[src/rtl/pfc_pkg.sv]
package pfc_pkg;

  typedef enum logic [1:0] {
    RD_HIT    = 2'd0,
    RD_MISS   = 2'd1,
    RD_BYPASS = 2'd2
  } rd_class_e;

  typedef enum logic {
    ST_RUN   = 1'b0,
    ST_DRAIN = 1'b1
  } ctl_state_e;

endpackage

[src/rtl/pfc_wbuf.sv]
module pfc_wbuf #(
  parameter int DEPTH  = 4,
  parameter int IDX_W  = 5,
  parameter int DATA_W = 16
) (
  input  logic              clk,
  input  logic              rst_n,
  input  logic              push,
  input  logic [IDX_W-1:0]  push_idx,
  input  logic [DATA_W-1:0] push_data,
  input  logic              pop,
  output logic              full,
  output logic              empty,
  output logic [IDX_W-1:0]  head_idx,
  output logic [DATA_W-1:0] head_data
);

  localparam int PTR_W = (DEPTH > 1) ? $clog2(DEPTH) : 1;
  localparam int OCC_W = $clog2(DEPTH + 1);

  logic [IDX_W-1:0]  idx_mem  [DEPTH];
  logic [DATA_W-1:0] data_mem [DEPTH];

  logic [PTR_W-1:0] wr_ptr, wr_ptr_nxt;
  logic [PTR_W-1:0] rd_ptr, rd_ptr_nxt;
  logic [OCC_W-1:0] occ, occ_nxt;

  function automatic logic [PTR_W-1:0] ptr_inc(input logic [PTR_W-1:0] p);
    return (p == PTR_W'(DEPTH - 1)) ? '0 : p + PTR_W'(1);
  endfunction

  assign full      = (occ == OCC_W'(DEPTH));
  assign empty     = (occ == '0);
  assign head_idx  = idx_mem[rd_ptr];
  assign head_data = data_mem[rd_ptr];

  always_comb begin
    wr_ptr_nxt = wr_ptr;
    rd_ptr_nxt = rd_ptr;
    occ_nxt    = occ;
    if (push) wr_ptr_nxt = ptr_inc(wr_ptr);
    if (pop)  rd_ptr_nxt = ptr_inc(rd_ptr);
    case ({push, pop})
      2'b10:   occ_nxt = occ + OCC_W'(1);
      2'b01:   occ_nxt = occ - OCC_W'(1);
      default: occ_nxt = occ;
    endcase
  end

  always_ff @(posedge clk or negedge rst_n) begin
    if (!rst_n) begin
      wr_ptr <= '0;
      rd_ptr <= '0;
      occ    <= '0;
    end else begin
      wr_ptr <= wr_ptr_nxt;
      rd_ptr <= rd_ptr_nxt;
      occ    <= occ_nxt;
    end
  end

  always_ff @(posedge clk) begin
    if (push) begin
      idx_mem[wr_ptr]  <= push_idx;
      data_mem[wr_ptr] <= push_data;
    end
  end

  // a write into a full buffer must push the oldest entry out in the same cycle
  p_no_overflow_r7: assert property (@(posedge clk) disable iff (!rst_n)
    (push && full) |-> pop);

  // nothing is pushed out of an empty buffer
  p_no_underflow_r7: assert property (@(posedge clk) disable iff (!rst_n)
    pop |-> !empty);

  // occupancy never exceeds the configured depth
  p_occ_bound_r7: assert property (@(posedge clk) disable iff (!rst_n)
    occ <= OCC_W'(DEPTH));

endmodule

[src/rtl/pfc_store.sv]
module pfc_store #(
  parameter int SLOTS  = 32,
  parameter int IDX_W  = 5,
  parameter int DATA_W = 16
) (
  input  logic              clk,
  input  logic              we,
  input  logic [IDX_W-1:0]  widx,
  input  logic [DATA_W-1:0] wdata,
  input  logic              re,
  input  logic [IDX_W-1:0]  ridx,
  output logic [DATA_W-1:0] rdata
);

  logic [DATA_W-1:0] slot_mem [SLOTS];

  always_ff @(posedge clk) begin
    if (we) slot_mem[widx] <= wdata;
    if (re) rdata <= slot_mem[ridx];
  end

endmodule

[src/rtl/pfc_judge.sv]
module pfc_judge
  import pfc_pkg::*;
#(
  parameter int IDX_W = 5,
  parameter int CNT_W = 16
) (
  input  logic             clk,
  input  logic             rst_n,
  input  logic             req_valid,
  input  logic [IDX_W-1:0] req_idx,
  input  logic             req_prev,
  input  logic             prev_valid,
  input  logic             evict_any,
  input  logic [IDX_W-1:0] evict_last,
  output logic             resp_valid,
  output rd_class_e        resp_class,
  output logic [IDX_W-1:0] resp_idx,
  output logic [CNT_W-1:0] hit_cnt,
  output logic [CNT_W-1:0] miss_cnt,
  output logic [CNT_W-1:0] bypass_cnt
);

  rd_class_e        cls_nxt, class_d;
  logic [IDX_W-1:0] idx_d;
  logic [CNT_W-1:0] hit_d, miss_d, bypass_d;

  always_comb begin
    if (!req_prev)
      cls_nxt = RD_BYPASS;
    else if (!prev_valid || (evict_any && (req_idx <= evict_last)))
      cls_nxt = RD_MISS;
    else
      cls_nxt = RD_HIT;
  end

  always_comb begin
    class_d  = resp_class;
    idx_d    = resp_idx;
    hit_d    = hit_cnt;
    miss_d   = miss_cnt;
    bypass_d = bypass_cnt;
    if (req_valid) begin
      class_d = cls_nxt;
      idx_d   = req_idx;
      case (cls_nxt)
        RD_HIT:  hit_d    = hit_cnt + CNT_W'(1);
        RD_MISS: miss_d   = miss_cnt + CNT_W'(1);
        default: bypass_d = bypass_cnt + CNT_W'(1);
      endcase
    end
  end

  always_ff @(posedge clk or negedge rst_n) begin
    if (!rst_n) begin
      resp_valid <= 1'b0;
      resp_class <= RD_HIT;
      resp_idx   <= '0;
      hit_cnt    <= '0;
      miss_cnt   <= '0;
      bypass_cnt <= '0;
    end else begin
      resp_valid <= req_valid;
      resp_class <= class_d;
      resp_idx   <= idx_d;
      hit_cnt    <= hit_d;
      miss_cnt   <= miss_d;
      bypass_cnt <= bypass_d;
    end
  end

  // a hit response is accompanied by exactly one increment of the hit counter
  p_hit_count_r9: assert property (@(posedge clk) disable iff (!rst_n)
    (resp_valid && resp_class == RD_HIT) |-> (hit_cnt == $past(hit_cnt) + CNT_W'(1)));

  // without a response no counter moves
  p_quiet_counts_r9: assert property (@(posedge clk) disable iff (!rst_n)
    !resp_valid |-> ($stable(hit_cnt) && $stable(miss_cnt) && $stable(bypass_cnt)));

endmodule

[src/rtl/prevframe_cache.sv]
module prevframe_cache
  import pfc_pkg::*;
#(
  parameter  int MB_COLS  = 8,
  parameter  int MB_ROWS  = 4,
  parameter  int WB_DEPTH = 4,
  parameter  int DATA_W   = 16,
  parameter  int CNT_W    = 16,
  localparam int SLOTS    = MB_COLS * MB_ROWS,
  localparam int IDX_W    = (SLOTS > 1) ? $clog2(SLOTS) : 1,
  localparam int X_W      = (MB_COLS > 1) ? $clog2(MB_COLS) : 1,
  localparam int Y_W      = (MB_ROWS > 1) ? $clog2(MB_ROWS) : 1
) (
  input  logic              clk,
  input  logic              rst_n,
  input  logic              wr_valid,
  input  logic [X_W-1:0]    wr_x,
  input  logic [Y_W-1:0]    wr_y,
  input  logic [DATA_W-1:0] wr_data,
  input  logic              frame_end,
  input  logic              rd_valid,
  input  logic [X_W-1:0]    rd_x,
  input  logic [Y_W-1:0]    rd_y,
  input  logic              rd_prev,
  output logic              rd_resp_valid,
  output logic [DATA_W-1:0] rd_data,
  output logic              rd_hit,
  output logic              rd_miss,
  output logic              rd_bypass,
  output logic              mem_rd_valid,
  output logic [IDX_W-1:0]  mem_rd_idx,
  output logic              mem_wr_valid,
  output logic [IDX_W-1:0]  mem_wr_idx,
  output logic [DATA_W-1:0] mem_wr_data,
  output logic              draining,
  output logic [CNT_W-1:0]  hit_count,
  output logic [CNT_W-1:0]  miss_count,
  output logic [CNT_W-1:0]  bypass_count
);

  function automatic logic [IDX_W-1:0] raster(input logic [Y_W-1:0] y, input logic [X_W-1:0] x);
    return IDX_W'(y) * IDX_W'(MB_COLS) + IDX_W'(x);
  endfunction

  // control state
  ctl_state_e       state, state_nxt;
  logic             prev_valid, prev_valid_nxt;
  logic             evict_any, evict_any_nxt;
  logic [IDX_W-1:0] evict_last, evict_last_nxt;

  // writeback buffer handshake
  logic              wb_push, wb_pop, wb_full, wb_empty;
  logic              evict_wr, drain_pop, swap;
  logic [IDX_W-1:0]  wb_head_idx;
  logic [DATA_W-1:0] wb_head_data;
  logic [IDX_W-1:0]  wr_idx, rd_idx;

  // external write register
  logic              xw_valid_d;
  logic [IDX_W-1:0]  xw_idx_d;
  logic [DATA_W-1:0] xw_data_d;

  logic              judge_req;
  rd_class_e         resp_class;
  logic [DATA_W-1:0] store_q;

  assign wr_idx    = raster(wr_y, wr_x);
  assign rd_idx    = raster(rd_y, rd_x);
  assign draining  = (state == ST_DRAIN);
  assign wb_push   = wr_valid && (state == ST_RUN);
  assign evict_wr  = wb_push && wb_full;
  assign drain_pop = (state == ST_DRAIN) && !wb_empty;
  assign wb_pop    = evict_wr || drain_pop;
  assign swap      = (state == ST_DRAIN) && wb_empty;
  assign judge_req = rd_valid && (state == ST_RUN);

  always_comb begin
    state_nxt      = state;
    prev_valid_nxt = prev_valid;
    evict_any_nxt  = evict_any;
    evict_last_nxt = evict_last;
    case (state)
      ST_RUN:   if (frame_end) state_nxt = ST_DRAIN;
      ST_DRAIN: if (wb_empty)  state_nxt = ST_RUN;
      default:  state_nxt = ST_RUN;
    endcase
    if (swap) begin
      prev_valid_nxt = 1'b1;
      evict_any_nxt  = 1'b0;
      evict_last_nxt = '0;
    end else if (evict_wr) begin
      evict_any_nxt  = 1'b1;
      evict_last_nxt = wb_head_idx;
    end
  end

  always_comb begin
    xw_valid_d = wb_push;
    xw_idx_d   = mem_wr_idx;
    xw_data_d  = mem_wr_data;
    if (wb_push) begin
      xw_idx_d  = wr_idx;
      xw_data_d = wr_data;
    end
  end

  always_ff @(posedge clk or negedge rst_n) begin
    if (!rst_n) begin
      state        <= ST_RUN;
      prev_valid   <= 1'b0;
      evict_any    <= 1'b0;
      evict_last   <= '0;
      mem_wr_valid <= 1'b0;
      mem_wr_idx   <= '0;
      mem_wr_data  <= '0;
    end else begin
      state        <= state_nxt;
      prev_valid   <= prev_valid_nxt;
      evict_any    <= evict_any_nxt;
      evict_last   <= evict_last_nxt;
      mem_wr_valid <= xw_valid_d;
      mem_wr_idx   <= xw_idx_d;
      mem_wr_data  <= xw_data_d;
    end
  end

  pfc_wbuf #(
    .DEPTH  (WB_DEPTH),
    .IDX_W  (IDX_W),
    .DATA_W (DATA_W)
  ) u_wbuf (
    .clk       (clk),
    .rst_n     (rst_n),
    .push      (wb_push),
    .push_idx  (wr_idx),
    .push_data (wr_data),
    .pop       (wb_pop),
    .full      (wb_full),
    .empty     (wb_empty),
    .head_idx  (wb_head_idx),
    .head_data (wb_head_data)
  );

  pfc_store #(
    .SLOTS  (SLOTS),
    .IDX_W  (IDX_W),
    .DATA_W (DATA_W)
  ) u_store (
    .clk   (clk),
    .we    (wb_pop),
    .widx  (wb_head_idx),
    .wdata (wb_head_data),
    .re    (judge_req),
    .ridx  (rd_idx),
    .rdata (store_q)
  );

  pfc_judge #(
    .IDX_W (IDX_W),
    .CNT_W (CNT_W)
  ) u_judge (
    .clk        (clk),
    .rst_n      (rst_n),
    .req_valid  (judge_req),
    .req_idx    (rd_idx),
    .req_prev   (rd_prev),
    .prev_valid (prev_valid),
    .evict_any  (evict_any),
    .evict_last (evict_last),
    .resp_valid (rd_resp_valid),
    .resp_class (resp_class),
    .resp_idx   (mem_rd_idx),
    .hit_cnt    (hit_count),
    .miss_cnt   (miss_count),
    .bypass_cnt (bypass_count)
  );

  assign rd_hit       = rd_resp_valid && (resp_class == RD_HIT);
  assign rd_miss      = rd_resp_valid && (resp_class == RD_MISS);
  assign rd_bypass    = rd_resp_valid && (resp_class == RD_BYPASS);
  assign mem_rd_valid = rd_resp_valid && (resp_class != RD_HIT);
  assign rd_data      = rd_hit ? store_q : '0;

  // every request accepted in run state is answered on the next cycle
  p_resp_follows_r3: assert property (@(posedge clk) disable iff (!rst_n)
    (rd_valid && !draining) |=> rd_resp_valid);

  // a response carries exactly one outcome
  p_one_outcome_r3: assert property (@(posedge clk) disable iff (!rst_n)
    rd_resp_valid |-> $onehot({rd_hit, rd_miss, rd_bypass}));

  // only non-hit responses go to external memory
  p_ext_read_r4: assert property (@(posedge clk) disable iff (!rst_n)
    mem_rd_valid |-> (rd_resp_valid && !rd_hit));

  // a response not served from the cache returns zero data
  p_miss_zero_r6: assert property (@(posedge clk) disable iff (!rst_n)
    (rd_resp_valid && !rd_hit) |-> (rd_data == '0));

  // with raster input, pushed-out positions rise strictly within a frame
  p_evict_raster_r7: assert property (@(posedge clk) disable iff (!rst_n)
    (evict_wr && evict_any) |-> (wb_head_idx > evict_last));

  // no traffic and no new frame pulse while the buffer is flushed
  p_quiet_drain_r8: assert property (@(posedge clk) disable iff (!rst_n)
    draining |-> (!wr_valid && !rd_valid && !frame_end));

  // the flush ends on the cycle after the buffer is found empty
  p_drain_exit_r8: assert property (@(posedge clk) disable iff (!rst_n)
    (draining && wb_empty) |=> !draining);

  // after a flush the previous frame exists and no slot counts as replaced
  p_swap_state_r8: assert property (@(posedge clk) disable iff (!rst_n)
    $fell(draining) |-> (prev_valid && !evict_any));

  // the external write port follows an accepted write by one cycle
  p_ext_write_r2: assert property (@(posedge clk) disable iff (!rst_n)
    (wr_valid && !draining) |=> mem_wr_valid);

endmodule

[config.mk]
export PLATFORM = sky130hd
export DESIGN_NAME = prevframe_cache
export DESIGN_NICKNAME = d
export VERILOG_FILES = /design/src/rtl/pfc_pkg.sv /design/src/rtl/pfc_wbuf.sv /design/src/rtl/pfc_store.sv /design/src/rtl/pfc_judge.sv /design/src/rtl/prevframe_cache.sv
export SDC_FILE = /design/constraint.sdc
export NUM_CORES = 1
export LEC_CHECK = 0
export ABC_AREA = 1
export BUFFER_PORTS_ARGS = -buffer_cell sky130_fd_sc_hd__buf_2
export CAP_MARGIN = 25
export CELL_PAD_IN_SITES_DETAIL_PLACEMENT = 1
export CELL_PAD_IN_SITES_GLOBAL_PLACEMENT = 2
export CORE_UTILIZATION = 38
export CTS_CLUSTER_SIZE = 10
export DETAILED_ROUTE_END_ITERATION = 16
export GPL_TIMING_DRIVEN = 0
export PLACE_DENSITY_LB_ADDON = 0.15
export SLEW_MARGIN = 20
export SYNTH_ARGS = -nofsm -noshare
export SYNTH_HDL_FRONTEND = slang
export SYNTH_SLANG_ARGS = --single-unit
[constraint.sdc]
create_clock -name clk -period 2.15 [get_ports clk]
set_input_delay 0.3225 -clock clk [delete_from_list [all_inputs] [get_ports clk]]
set_output_delay 0.3225 -clock clk [all_outputs]
set_load 0.02 [all_outputs]
==> impl_metrics.toml <==
[status]
outcome = "complete, but fails checks"
violations = "negative setup slack"

[yosys]
ys.flop_type = "edfxtp_1"
ys_types = 34
ys_seq_area_frac = 0.703
synth_edf_count = 612
synthArstFlopShare = 0.132
synth_top_area_cell = "edfxtp_1"
synth.top_cell.area_share = 0.624
syn_nets = 2652
yosysMostFrequentCell = "nand2_1"
ys_top_cells_by_area = "edfxtp_1 (62%), nand2_1 (11%), nand3_1 (7.9%), dfrtp_1 (7.9%), nor2_1 (1.6%)"
synth_area_um2 = 29500
synth.ff_latch_count = 705
syn_area_per_cell_um2 = 11.3
yosys-top-cells-count = "nand2_1 (896), edfxtp_1 (612), nand3_1 (466)"
netlist_instances = 2605
yosys_warnings = 0

[setup_path]
arrival_ns = 1.91
cp_slowest_cell = "dfrtp_1"
crit_chain = "nor3_4 > buf_12 > inv_12 > clkbuf_16 > nor2_4 > buf_6"
reg2reg_depth = 12
start_kind = "register"
cp.required_ns = 1.83
cp_top_family = "buffers and inverters"
crit_type = "register to output port"
crit_buf_inv = 4
timing.rr.end = "u_store.slot_mem[29][13]$_DFFE_PP_"
reg2reg_slack_ns = -0.01
crit_path_end_kind = "output port"
critPathMaxStageDelay_ns = 0.40
worstPathMaxFanout = 5
timing.rr.start = "u_wbuf.rd_ptr[0]$_DFFE_PN0P_"

[grt]
antenna_found_initial = 3
grt_pass1_wl_um = 143000
grt_use_total = 0.247
grt_pass1_vias = 22200
grt_max_degree = 73
grt.overflow.total = 0

[route]
ant_nets = 0
dr.first_iter.drc_count = 1594
vias = 21200
drc = 0
routed_wl_um = 97100
avgViaCountPerCell = 5.24
wl_per_cell_um = 23.9
drtPass1Iterations = 5

[power]
leakagePower_nw = 14.4
power-per-cell-area_nw_per_um2 = 1300
power_mw = 48.1
vdd_ir_drop_max_uv = 712

[die]
io_pins = 129
core_area_um2 = 76300
fp.dieH_um = 280
dieArea_um2 = 78700
num_rows = 101
fp.dieW_um = 280
initial_utilization = 0.386

[sta]
post-route-min-period_ns = 2.24
fin_crit_sh = 1.04
slew_viol_final = 0
setup_viol = 25
slew_headroom = 0.344
rsz0062_at_grt = "yes"
finalSetupTns_ns = -0.419
fin_skew_ns = 0.0239
finalHoldViolations = 0
fmax_mhz = 447
setup_ws_ns = -0.0851
tightestPinTransition_ns = 0.983

[clock_tree]
clk_pin_slew_worst_paths_ns = 0.06
clk_path_buf_depth = 3
cts_sinks = 705
cts_buffers = 82
clkLatencyLatePin_ns = 0.62
cts_tree = "done"
cts_root_buf = "clkbuf_16"
htreeDepth = 3

[place]
dp_cells = 3809
portBuffers = 127
place.gp.congestion = 0.864
dp_hpwl_um = 66300

[flow_run]
max_cap_viol_count = 0

[worst_hold_path]
hold_depth = 4
holdPathEnd = "mem_wr_idx[4]$_DFFE_PN0P_"
min_path_type = "input port to register"
min-delay-start = "wr_valid"

[cells_and_area]
fin_nets = 3028
layout-drive-gt1-share = 0.197
stdcell_count = 4056
area_growth_pct = 25.7
## metal layers
| layer | up-vias | track usage | wire, um |
|---|---|---|---|
| met5 | - | 0 | 17 |
| li1 | 9748 | - | - |
| met1 | 10800 | 0.341 | 43700 |
| met2 | 515 | 0.409 | 46600 |
| met4 | 2 | 0.0705 | 2320 |
| met3 | 136 | 0.0295 | 4460 |
## sequential cells by signal, summed over array words and instances, names as in the netlist
register and cells:
u_wbuf.rd_ptr 2, u_judge.resp_class 2, u_judge.resp_valid 1, mem_wr_idx 5
u_wbuf.wr_ptr 2, u_judge.bypass_cnt 16, u_store.slot_mem 512, u_wbuf.occ 3
evict_last 5, u_judge.resp_idx 5, u_wbuf.idx_mem 20, u_store.rdata 16
prev_valid 1, u_wbuf.data_mem 64, evict_any 1, draining 1
u_judge.miss_cnt 16, mem_wr_data 16, u_judge.hit_cnt 16, mem_wr_valid 1
## worst max-delay path by stage
stage,from,endpoint,slack (ns),depth (start not counted)
6_report,u_judge.resp_class[1]$_DFFE_PN0P_,rd_data[5],-0.09,6
5_1_grt,u_judge.resp_class[1]$_DFFE_PN0P_,rd_data[7],-0.16,6
2_1_floorplan,draining$_DFF_PN0_,u_store.slot_mem[10][0]$_DFFE_PP_,-0.21,7
3_5_place_dp,u_judge.resp_class[1]$_DFFE_PN0P_,rd_data[5],-0.70,5
4_1_cts,u_judge.resp_valid$_DFF_PN0_,rd_data[5],-0.15,7
3_3_place_gp,u_wbuf.rd_ptr[1]$_DFFE_PN0P_,u_store.slot_mem[28][5]$_DFFE_PP_,-3.06,4
## metrics by stage
step | worst slack [ns] | hold slack [ns] | utilization | cell area (um2)
2_1_floorplan | -0.206 | 0.0269 | - | 29500
3_3_place_gp | -3.06 | 0.461 | 0.412 | 31400
3_5_place_dp | -0.704 | 0.199 | 0.428 | 32700
4_1_cts | -0.147 | 0.0501 | 0.481 | 36700
5_1_grt | -0.155 | 0.0718 | 0.485 | 37000
6_report | -0.0851 | 0.0691 | 0.485 | 37000
## worst register-to-register path, delay by kind of cell (launching register included)
kind / cells / cell delay, ns
buf+inv: 6 / 0.78
flops: 1 / 0.39
simple gates: 6 / 0.73
## placed cells by master, fill, tap and decap left out, types with 14 or more instances in the layout
cell type,n
nand2_1,883
edfxtp_1,612
nand3_1,463
buf_2,172
dfrtp_1,92
clkbuf_16,89
buf_4,73
nor2_1,69
inv_1,67
nor2_4,56
buf_6,53
o21ai_0,47
clkbuf_1,47
buf_12,32
nand4_1,26
dlygate4sd3_1,23
xor2_1,22
buf_16,22
buf_8,18
nand2_4,16
o22ai_4,16
and2_1,16
ha_1,14
## layout make-up
class	instances	area, um2
diodes	1	2.50
plain buffers	137	907
clock buffers	122	2290
fillers	8042	39300
repair buffers	291	3070
inverters	81	339
clock inverters	6	35.0
flip-flops and latches	705	20700
multi-input cells	1683	8410
well taps	1030	1290
## cell families (layout without fill, tap and decap cells)
logic type,after synthesis,after routing,share of synthesized area
fa+ha+maj,15,15,0.00662
other cells,0,1,0
buf+inv,218,637,0.0395
compound gates,75,75,0.0136
simple gates,1559,1560,0.228
xor+xnor,33,33,0.00981
flops,705,705,0.703
## where the power goes
group          switching (mW)  leakage, nW  internal [mW]
combinational            10.3         6.57           5.57
clock                    5.33         1.12           7.25
sequential              0.709         6.74           19.0
## repair_timing
item	in CTS	in global routing
resized for setup	156	39
endpoints found under the hold margin	196	0
buffers inserted	76	14
hold buffers	23	0
setup endpoints to repair	1163	586
pin swaps	54	12
cloned	2	3
Power figures use the tool's default switching activity.
